**config.mk**
```make
export PLATFORM = sky130hd
export DESIGN_NAME = uart_rx_engine
export DESIGN_NICKNAME = d
export VERILOG_FILES = /design/src/rtl/uart_rx_pkg.sv /design/src/rtl/baud_tick_gen.sv /design/src/rtl/rx_line_in.sv /design/src/rtl/rx_frame_engine.sv /design/src/rtl/rx_push_stage.sv /design/src/rtl/uart_rx_engine.sv
export SDC_FILE = /design/constraint.sdc
export NUM_CORES = 1
export LEC_CHECK = 0
export ABC_AREA = 1
export BUFFER_PORTS_ARGS = -buffer_cell sky130_fd_sc_hd__buf_4
export CORE_AREA = 2 2 93 95
export CTS_BUF_LIST = sky130_fd_sc_hd__clkbuf_8 sky130_fd_sc_hd__clkbuf_16
export DETAILED_ROUTE_END_ITERATION = 10
export DIE_AREA = 0 0 95 97
export GPL_TIMING_DRIVEN = 0
export PLACE_DENSITY = 0.75
export SLEW_MARGIN = 10
export SYNTH_ARGS = -nofsm -noshare
export SYNTH_HDL_FRONTEND = slang
export SYNTH_SLANG_ARGS = --single-unit
```
**constraint.sdc**
```tcl
create_clock -name clk -period 2.7 [get_ports clk]
set_input_delay 0.54 -clock clk [delete_from_list [all_inputs] [get_ports clk]]
set_output_delay 0.54 -clock clk [all_outputs]
set_load 0.03 [all_outputs]
```
**src/rtl/uart_rx_pkg.sv**
```systemverilog
package uart_rx_pkg;
  localparam int OVS      = 16;
  localparam int OVS_W    = $clog2(OVS);
  localparam int DATA_MAX = 8;
  localparam int IDX_W    = $clog2(DATA_MAX);
  localparam int MIN_BITS = 5;

  typedef enum logic [2:0] {
    RX_IDLE,
    RX_START,
    RX_DATA,
    RX_PARITY,
    RX_STOP,
    RX_BRK_WAIT
  } rx_state_e;

  typedef struct packed {
    logic [DATA_MAX-1:0] data;
    logic                frame_err;
    logic                parity_err;
    logic                break_err;
  } rx_char_t;
endpackage

```
**src/rtl/baud_tick_gen.sv**
```systemverilog
module baud_tick_gen #(
  parameter int INT_W  = 16,
  parameter int FRAC_W = 6
) (
  input  logic              clk,
  input  logic              rst_n,
  input  logic [INT_W-1:0]  div_int,
  input  logic [FRAC_W-1:0] div_frac,
  output logic              tick
);
  logic [INT_W-1:0]  cnt_q, cnt_d;
  logic [FRAC_W-1:0] acc_q, acc_d;
  logic              tick_q, tick_d;
  logic              div_ok;
  logic [FRAC_W:0]   acc_sum;
  logic [INT_W:0]    reload;

  always_comb begin
    div_ok  = (div_int != '0) && !((div_int == {INT_W{1'b1}}) && (div_frac != '0));
    acc_sum = {1'b0, acc_q} + {1'b0, div_frac};
    reload  = {1'b0, div_int} - {{INT_W{1'b0}}, 1'b1} + {{INT_W{1'b0}}, acc_sum[FRAC_W]};
    cnt_d   = cnt_q;
    acc_d   = acc_q;
    tick_d  = 1'b0;
    if (!div_ok) begin
      cnt_d = '0;
      acc_d = '0;
    end else if (cnt_q == '0) begin
      tick_d = 1'b1;
      acc_d  = acc_sum[FRAC_W-1:0];
      cnt_d  = reload[INT_W-1:0];
    end else begin
      cnt_d = cnt_q - 1'b1;
    end
  end

  always_ff @(posedge clk or negedge rst_n) begin
    if (!rst_n) begin
      cnt_q  <= '0;
      acc_q  <= '0;
      tick_q <= 1'b0;
    end else begin
      cnt_q  <= cnt_d;
      acc_q  <= acc_d;
      tick_q <= tick_d;
    end
  end

  assign tick = tick_q;
endmodule

```
**src/rtl/rx_line_in.sv**
```systemverilog
module rx_line_in #(
  parameter int SYNC_STAGES = 2
) (
  input  logic clk,
  input  logic rst_n,
  input  logic rx_pin,
  input  logic tx_loop,
  input  logic loop_sel,
  output logic line
);
  logic                   raw;
  logic [SYNC_STAGES-1:0] sync_q, sync_d;

  assign raw = loop_sel ? tx_loop : rx_pin;

  generate
    if (SYNC_STAGES == 1) begin : g_single
      always_comb sync_d = raw;
    end else begin : g_chain
      always_comb sync_d = {sync_q[SYNC_STAGES-2:0], raw};
    end
  endgenerate

  always_ff @(posedge clk or negedge rst_n) begin
    if (!rst_n) sync_q <= '1;
    else        sync_q <= sync_d;
  end

  assign line = sync_q[SYNC_STAGES-1];
endmodule

```
**src/rtl/rx_frame_engine.sv**
```systemverilog
module rx_frame_engine
  import uart_rx_pkg::*;
(
  input  logic       clk,
  input  logic       rst_n,
  input  logic       tick,
  input  logic       line,
  input  logic       rx_en,
  input  logic [1:0] word_len,
  input  logic       par_en,
  input  logic       par_even,
  input  logic       par_stick,
  output logic       done,
  output rx_char_t   done_char
);
  localparam logic [OVS_W-1:0] T_HALF = OVS_W'(OVS/2 - 1);
  localparam logic [OVS_W-1:0] T_LAST = OVS_W'(OVS - 1);

  rx_state_e           state_q, state_d;
  logic [OVS_W-1:0]    tcnt_q, tcnt_d;
  logic [IDX_W-1:0]    bidx_q, bidx_d;
  logic [DATA_MAX-1:0] shreg_q, shreg_d;
  logic                pbit_q, pbit_d;
  logic                zero_q, zero_d;
  logic [IDX_W-1:0]    last_idx;
  logic                ones_odd, exp_par;

  always_comb begin
    last_idx = IDX_W'(MIN_BITS - 1) + IDX_W'(word_len);
    ones_odd = ^shreg_q;
    exp_par  = par_stick ? !par_even : (par_even ? ones_odd : !ones_odd);
  end

  always_comb begin
    state_d   = state_q;
    tcnt_d    = tcnt_q;
    bidx_d    = bidx_q;
    shreg_d   = shreg_q;
    pbit_d    = pbit_q;
    zero_d    = zero_q;
    done      = 1'b0;
    done_char = '0;
    case (state_q)
      RX_IDLE: begin
        if (tick && rx_en && !line) begin
          state_d = RX_START;
          tcnt_d  = '0;
        end
      end
      RX_START: begin
        if (tick) begin
          if (tcnt_q == T_HALF) begin
            if (line) begin
              state_d = RX_IDLE;
            end else begin
              state_d = RX_DATA;
              tcnt_d  = '0;
              bidx_d  = '0;
              shreg_d = '0;
              zero_d  = 1'b1;
            end
          end else begin
            tcnt_d = tcnt_q + 1'b1;
          end
        end
      end
      RX_DATA: begin
        if (tick) begin
          if (tcnt_q == T_LAST) begin
            tcnt_d          = '0;
            shreg_d[bidx_q] = line;
            zero_d          = zero_q & !line;
            if (bidx_q == last_idx) state_d = par_en ? RX_PARITY : RX_STOP;
            else                    bidx_d  = bidx_q + 1'b1;
          end else begin
            tcnt_d = tcnt_q + 1'b1;
          end
        end
      end
      RX_PARITY: begin
        if (tick) begin
          if (tcnt_q == T_LAST) begin
            tcnt_d  = '0;
            pbit_d  = line;
            zero_d  = zero_q & !line;
            state_d = RX_STOP;
          end else begin
            tcnt_d = tcnt_q + 1'b1;
          end
        end
      end
      RX_STOP: begin
        if (tick) begin
          if (tcnt_q == T_LAST) begin
            done = 1'b1;
            if (!line && zero_q) begin
              done_char.break_err = 1'b1;
              state_d             = RX_BRK_WAIT;
            end else begin
              done_char.data       = shreg_q;
              done_char.frame_err  = !line;
              done_char.parity_err = par_en && (pbit_q != exp_par);
              state_d              = RX_IDLE;
            end
          end else begin
            tcnt_d = tcnt_q + 1'b1;
          end
        end
      end
      RX_BRK_WAIT: begin
        if (line) state_d = RX_IDLE;
      end
      default: state_d = RX_IDLE;
    endcase
  end

  always_ff @(posedge clk or negedge rst_n) begin
    if (!rst_n) begin
      state_q <= RX_IDLE;
      tcnt_q  <= '0;
      bidx_q  <= '0;
      shreg_q <= '0;
      pbit_q  <= 1'b0;
      zero_q  <= 1'b0;
    end else begin
      state_q <= state_d;
      tcnt_q  <= tcnt_d;
      bidx_q  <= bidx_d;
      shreg_q <= shreg_d;
      pbit_q  <= pbit_d;
      zero_q  <= zero_d;
    end
  end
endmodule

```
**src/rtl/rx_push_stage.sv**
```systemverilog
module rx_push_stage
  import uart_rx_pkg::*;
(
  input  logic                clk,
  input  logic                rst_n,
  input  logic                done,
  input  rx_char_t            done_char,
  input  logic                fifo_full,
  output logic                push_valid,
  output logic [DATA_MAX-1:0] push_data,
  output logic                err_frame,
  output logic                err_parity,
  output logic                err_break,
  output logic                err_overrun
);
  logic     pv_q, pv_d;
  rx_char_t char_q, char_d;
  logic     ovr_q, ovr_d;

  always_comb begin
    pv_d   = done && !fifo_full;
    char_d = pv_d ? done_char : char_q;
    if (done && fifo_full) ovr_d = 1'b1;
    else if (!fifo_full)   ovr_d = 1'b0;
    else                   ovr_d = ovr_q;
  end

  always_ff @(posedge clk or negedge rst_n) begin
    if (!rst_n) begin
      pv_q   <= 1'b0;
      char_q <= '0;
      ovr_q  <= 1'b0;
    end else begin
      pv_q   <= pv_d;
      char_q <= char_d;
      ovr_q  <= ovr_d;
    end
  end

  assign push_valid  = pv_q;
  assign push_data   = char_q.data;
  assign err_frame   = char_q.frame_err;
  assign err_parity  = char_q.parity_err;
  assign err_break   = char_q.break_err;
  assign err_overrun = ovr_q;
endmodule

```
**src/rtl/uart_rx_engine.sv**
```systemverilog
module uart_rx_engine
  import uart_rx_pkg::*;
#(
  parameter int INT_W       = 16,
  parameter int FRAC_W      = 6,
  parameter int SYNC_STAGES = 2
) (
  input  logic              clk,
  input  logic              rst_n,
  input  logic              rx_pin,
  input  logic              tx_loop,
  input  logic              loop_sel,
  input  logic              rx_en,
  input  logic [INT_W-1:0]  div_int,
  input  logic [FRAC_W-1:0] div_frac,
  input  logic [1:0]        word_len,
  input  logic              par_en,
  input  logic              par_even,
  input  logic              par_stick,
  input  logic              fifo_full,
  output logic              tick_16x,
  output logic              push_valid,
  output logic [7:0]        push_data,
  output logic              err_frame,
  output logic              err_parity,
  output logic              err_break,
  output logic              err_overrun
);
  logic     line;
  logic     done;
  rx_char_t done_char;

  baud_tick_gen #(.INT_W(INT_W), .FRAC_W(FRAC_W)) u_tick (
    .clk(clk), .rst_n(rst_n), .div_int(div_int), .div_frac(div_frac), .tick(tick_16x)
  );

  rx_line_in #(.SYNC_STAGES(SYNC_STAGES)) u_line (
    .clk(clk), .rst_n(rst_n), .rx_pin(rx_pin), .tx_loop(tx_loop),
    .loop_sel(loop_sel), .line(line)
  );

  rx_frame_engine u_frame (
    .clk(clk), .rst_n(rst_n), .tick(tick_16x), .line(line), .rx_en(rx_en),
    .word_len(word_len), .par_en(par_en), .par_even(par_even), .par_stick(par_stick),
    .done(done), .done_char(done_char)
  );

  rx_push_stage u_push (
    .clk(clk), .rst_n(rst_n), .done(done), .done_char(done_char), .fifo_full(fifo_full),
    .push_valid(push_valid), .push_data(push_data), .err_frame(err_frame),
    .err_parity(err_parity), .err_break(err_break), .err_overrun(err_overrun)
  );
endmodule

```
==> flow_metrics.py <==
metrics = {
    "final_layout": {
        "final_common_cell": "nand2_1",
        "drive_gt1_frac": 0.179,
        "instances_no_fill": 736,
        "multiInputGateArea_um2": 2200,
        "fin_nets": 673,
        "seqCellArea_um2": 1450,
        "area_growth_pct": 18.5,
        "fillers": 741,
        "antennaDiodeCount": 0,
        "mostFrequentLayoutCells": "nand2_1, inv_1, nor2_1, dfrtp_1, buf_4",
    },
    "worst_setup_path": {
        "crit_type": "reg2reg",
        "crit_arrival_ns": 2.83,
        "crit_chain": "ha_1 > inv_1 > fa_1 > o21ai_2 > a21o_1 > a21oi_1 > ha_1 > ha_1 > nand2_2 > nor3_2 > or2_2 > nand3_1 > nand2_1 > nor2_1",
        "slowest_stage": "fa_1",
        "crit_family": "adder cells",
        "cp_slowest_stage_delay_ns": 0.42,
        "end_kind": "flip-flop",
        "cp-start-kind": "flip-flop",
        "path_max_fanout": 3,
        "rr_worst_depth": 14,
        "worst-path-stages": 14,
        "path_common_cell": "ha_1",
        "required_ns": 2.97,
        "cp_num_buf_inv": 1,
    },
    "global_route": {
        "grt_pass1_vias": 3518,
        "use_met3": 0.0343,
        "met2_usage": 0.352,
        "antenna_found_initial": 0,
        "gr-usage-all-layers": 0.200,
        "grt_start_max_net_pins": 59,
        "grt_use_met1": 0.244,
        "grt_busiest_layer": "met2",
        "gr-total-overflow": 0,
        "grt_pass1_wl_um": 15000,
    },
    "routing": {
        "drc_errors": 0,
        "post_drt_wl_per_cell_um": 11.8,
        "firstDrtPassIters": 6,
        "drtIter0Drc": 106,
        "drtAntennaViolNets": 0,
        "avgViaCountPerCell": 5.02,
        "vias": 3698,
        "drt_wl_total_um": 8660,
    },
    "timing": {
        "fmax_mhz": 391,
        "worstMarginPinSlew_ns": 0.734,
        "slew_violations": 0,
        "period_minus_slack_ns": 2.56,
        "hold_violations": 0,
        "setup_viol": 0,
        "whs_ns": 0.256,
        "maxSlewHeadroom": 0.511,
        "finalClockSkew_ns": 0.00882,
        "finalCritPeriodShare": 0.947,
    },
    "placement": {
        "place_hpwl_um": 6480,
        "portBuffers": 47,
        "place_congestion": 0.848,
        "dp_cells": 720,
    },
    "power_and_ir_drop": {
        "peakVddDrop_v": 0.000290,
        "powerDensity_nw_per_um2": 635,
        "p_leak_nw": 2.33,
    },
    "yosys": {
        "synth_ff_type": "dfrtp_1",
        "async_flop_share": 1.00,
        "synthCells": 568,
        "syn_area_um2": 3990,
        "ys_ff_latch": 58,
        "syn-num-nets": 615,
        "syn_area_per_cell_um2": 7.02,
        "ys_seq_area_frac": 0.365,
        "synth_edf_count": 0,
        "yosysWarningCount": 0,
        "synthDistinctLibCells": 41,
    },
    "floorplan": {
        "die-area_um2": 9220,
        "io_pins": 48,
        "die_h_um": 97,
        "initial_core_util": 0.490,
        "rows": 33,
        "die_w_um": 95,
        "core_um2": 8130,
    },
    "clock_tree": {
        "clkLatencyLatePin_ns": 0.35,
        "hold_buffers": 0,
        "clockRootBuffer": "clkbuf_8",
        "path_clk_slew_ns": 0.07,
        "cts_tree": "done",
        "numCtsBuffers": 9,
        "cts_sinks": 58,
        "clockBufferDepth": 2,
        "post-cts-setup-buffers": 0,
        "htree_levels": 3,
    },
    "run_status": {
        "status": "completed",
    },
    "min_path": {
        "hold_path.class": "in2async",
    },
    "run": {
        "max-cap-violations": 0,
    },
}
==> cells by family after synthesis <==
| group | Yosys count | synth area share |
|---|---|---|
| AO/OA/AOI/OAI | 79 | 0.107 |
| adder cells (fa/ha/maj) | 13 | 0.0427 |
| multiplexers | 1 | 0.00282 |
| AND/OR/NAND/NOR | 305 | 0.344 |
| flip-flops | 58 | 0.365 |
| buffers and inverters | 90 | 0.0901 |
| XOR/XNOR | 22 | 0.0483 |
==> per-stage QoR <==
step	setup WS (ns)	util	total power [W]	setup TNS, ns	instance area, µm²
6_report	0.144	0.581	0.00300	0	4730
5_1_grt	-0.00414	0.581	0.00322	-0.00414	4730
4_1_cts	0.0343	0.578	0.00301	0	4700
3_5_place_dp	-0.297	0.550	0.00206	-2.12	4470
3_3_place_gp	-0.277	0.550	0.00202	-1.80	4470
2_1_floorplan	0.0119	-	0.00182	0	3990
==> repair_timing <==
item,4_1_cts,5_1_grt
setup endpoints to repair,3,8
pin swaps,0,1
resized for setup,1,6
==> report_power, final <==
group | internal, W | switching [W] | total [W] | leakage [nW]
combinational | 0.000352 | 0.000603 | 0.000955 | 1.46
sequential | 0.000978 | 0.000127 | 0.00110 | 0.738
clock | 0.000589 | 0.000354 | 0.000943 | 0.125
==> per-layer routing <==
layer / routed length [µm] / vias to the layer above
met3: 325 / 11
li1: - / 1927
met5: 0 / -
met4: 113 / 0
met2: 4350 / 88
met1: 3870 / 1672
==> synth_stat cells (10+ instances only) <==
library cell	number	area, µm²
inv_2	10	37.5
nand3_1	32	160
dfrtp_1	56	1400
inv_1	73	274
o21ai_1	28	140
nor3_1	19	95.1
ha_1	12	150
nand2_1	151	567
xor2_1	14	123
nor2_1	65	244
o21ai_0	31	155
nand4_1	10	62.6
==> cell type report <==
cell class	instances	area share
Clock buffer	12	0.0349
Buffer	7	0.0101
Multi-Input combinational cell	420	0.465
Sequential cell	58	0.308
Timing Repair Buffer	47	0.0747
Inverter	83	0.0659
Tap cell	105	0.0278
Clock inverter	4	0.0143
==> final timing paths <==
path	from	endpoint	slack [ns]
worst max-delay path	u_tick.acc_q[0]$_DFFE_PN0P_	u_tick.cnt_q[10]$_DFF_PN0_	0.14
worst min-delay path	rst_n	u_push.push_data[5]$_DFFE_PN0P_	0.26
worst max register to register	u_tick.acc_q[0]$_DFFE_PN0P_	u_tick.cnt_q[10]$_DFF_PN0_	0.14
worst min register to register	u_line.sync_q[0]$_DFF_PN1_	u_line.sync_q[1]$_DFF_PN1_	0.36
max in group asynchronous	rst_n	u_tick.cnt_q[1]$_DFF_PN0_	1.96
min in group clk	u_line.sync_q[0]$_DFF_PN1_	u_line.sync_q[1]$_DFF_PN1_	0.36
==> state kept, by name, indices dropped and copies added (netlist names), 2 cells and up <==
name / flops
u_frame.bidx_q: 3
u_frame.shreg_q: 8
u_frame.tcnt_q: 4
u_push.push_data: 8
u_tick.cnt_q: 16
u_frame.state_q: 3
u_tick.acc_q: 6
u_line.sync_q: 2
Power figures use the tool's default switching activity.
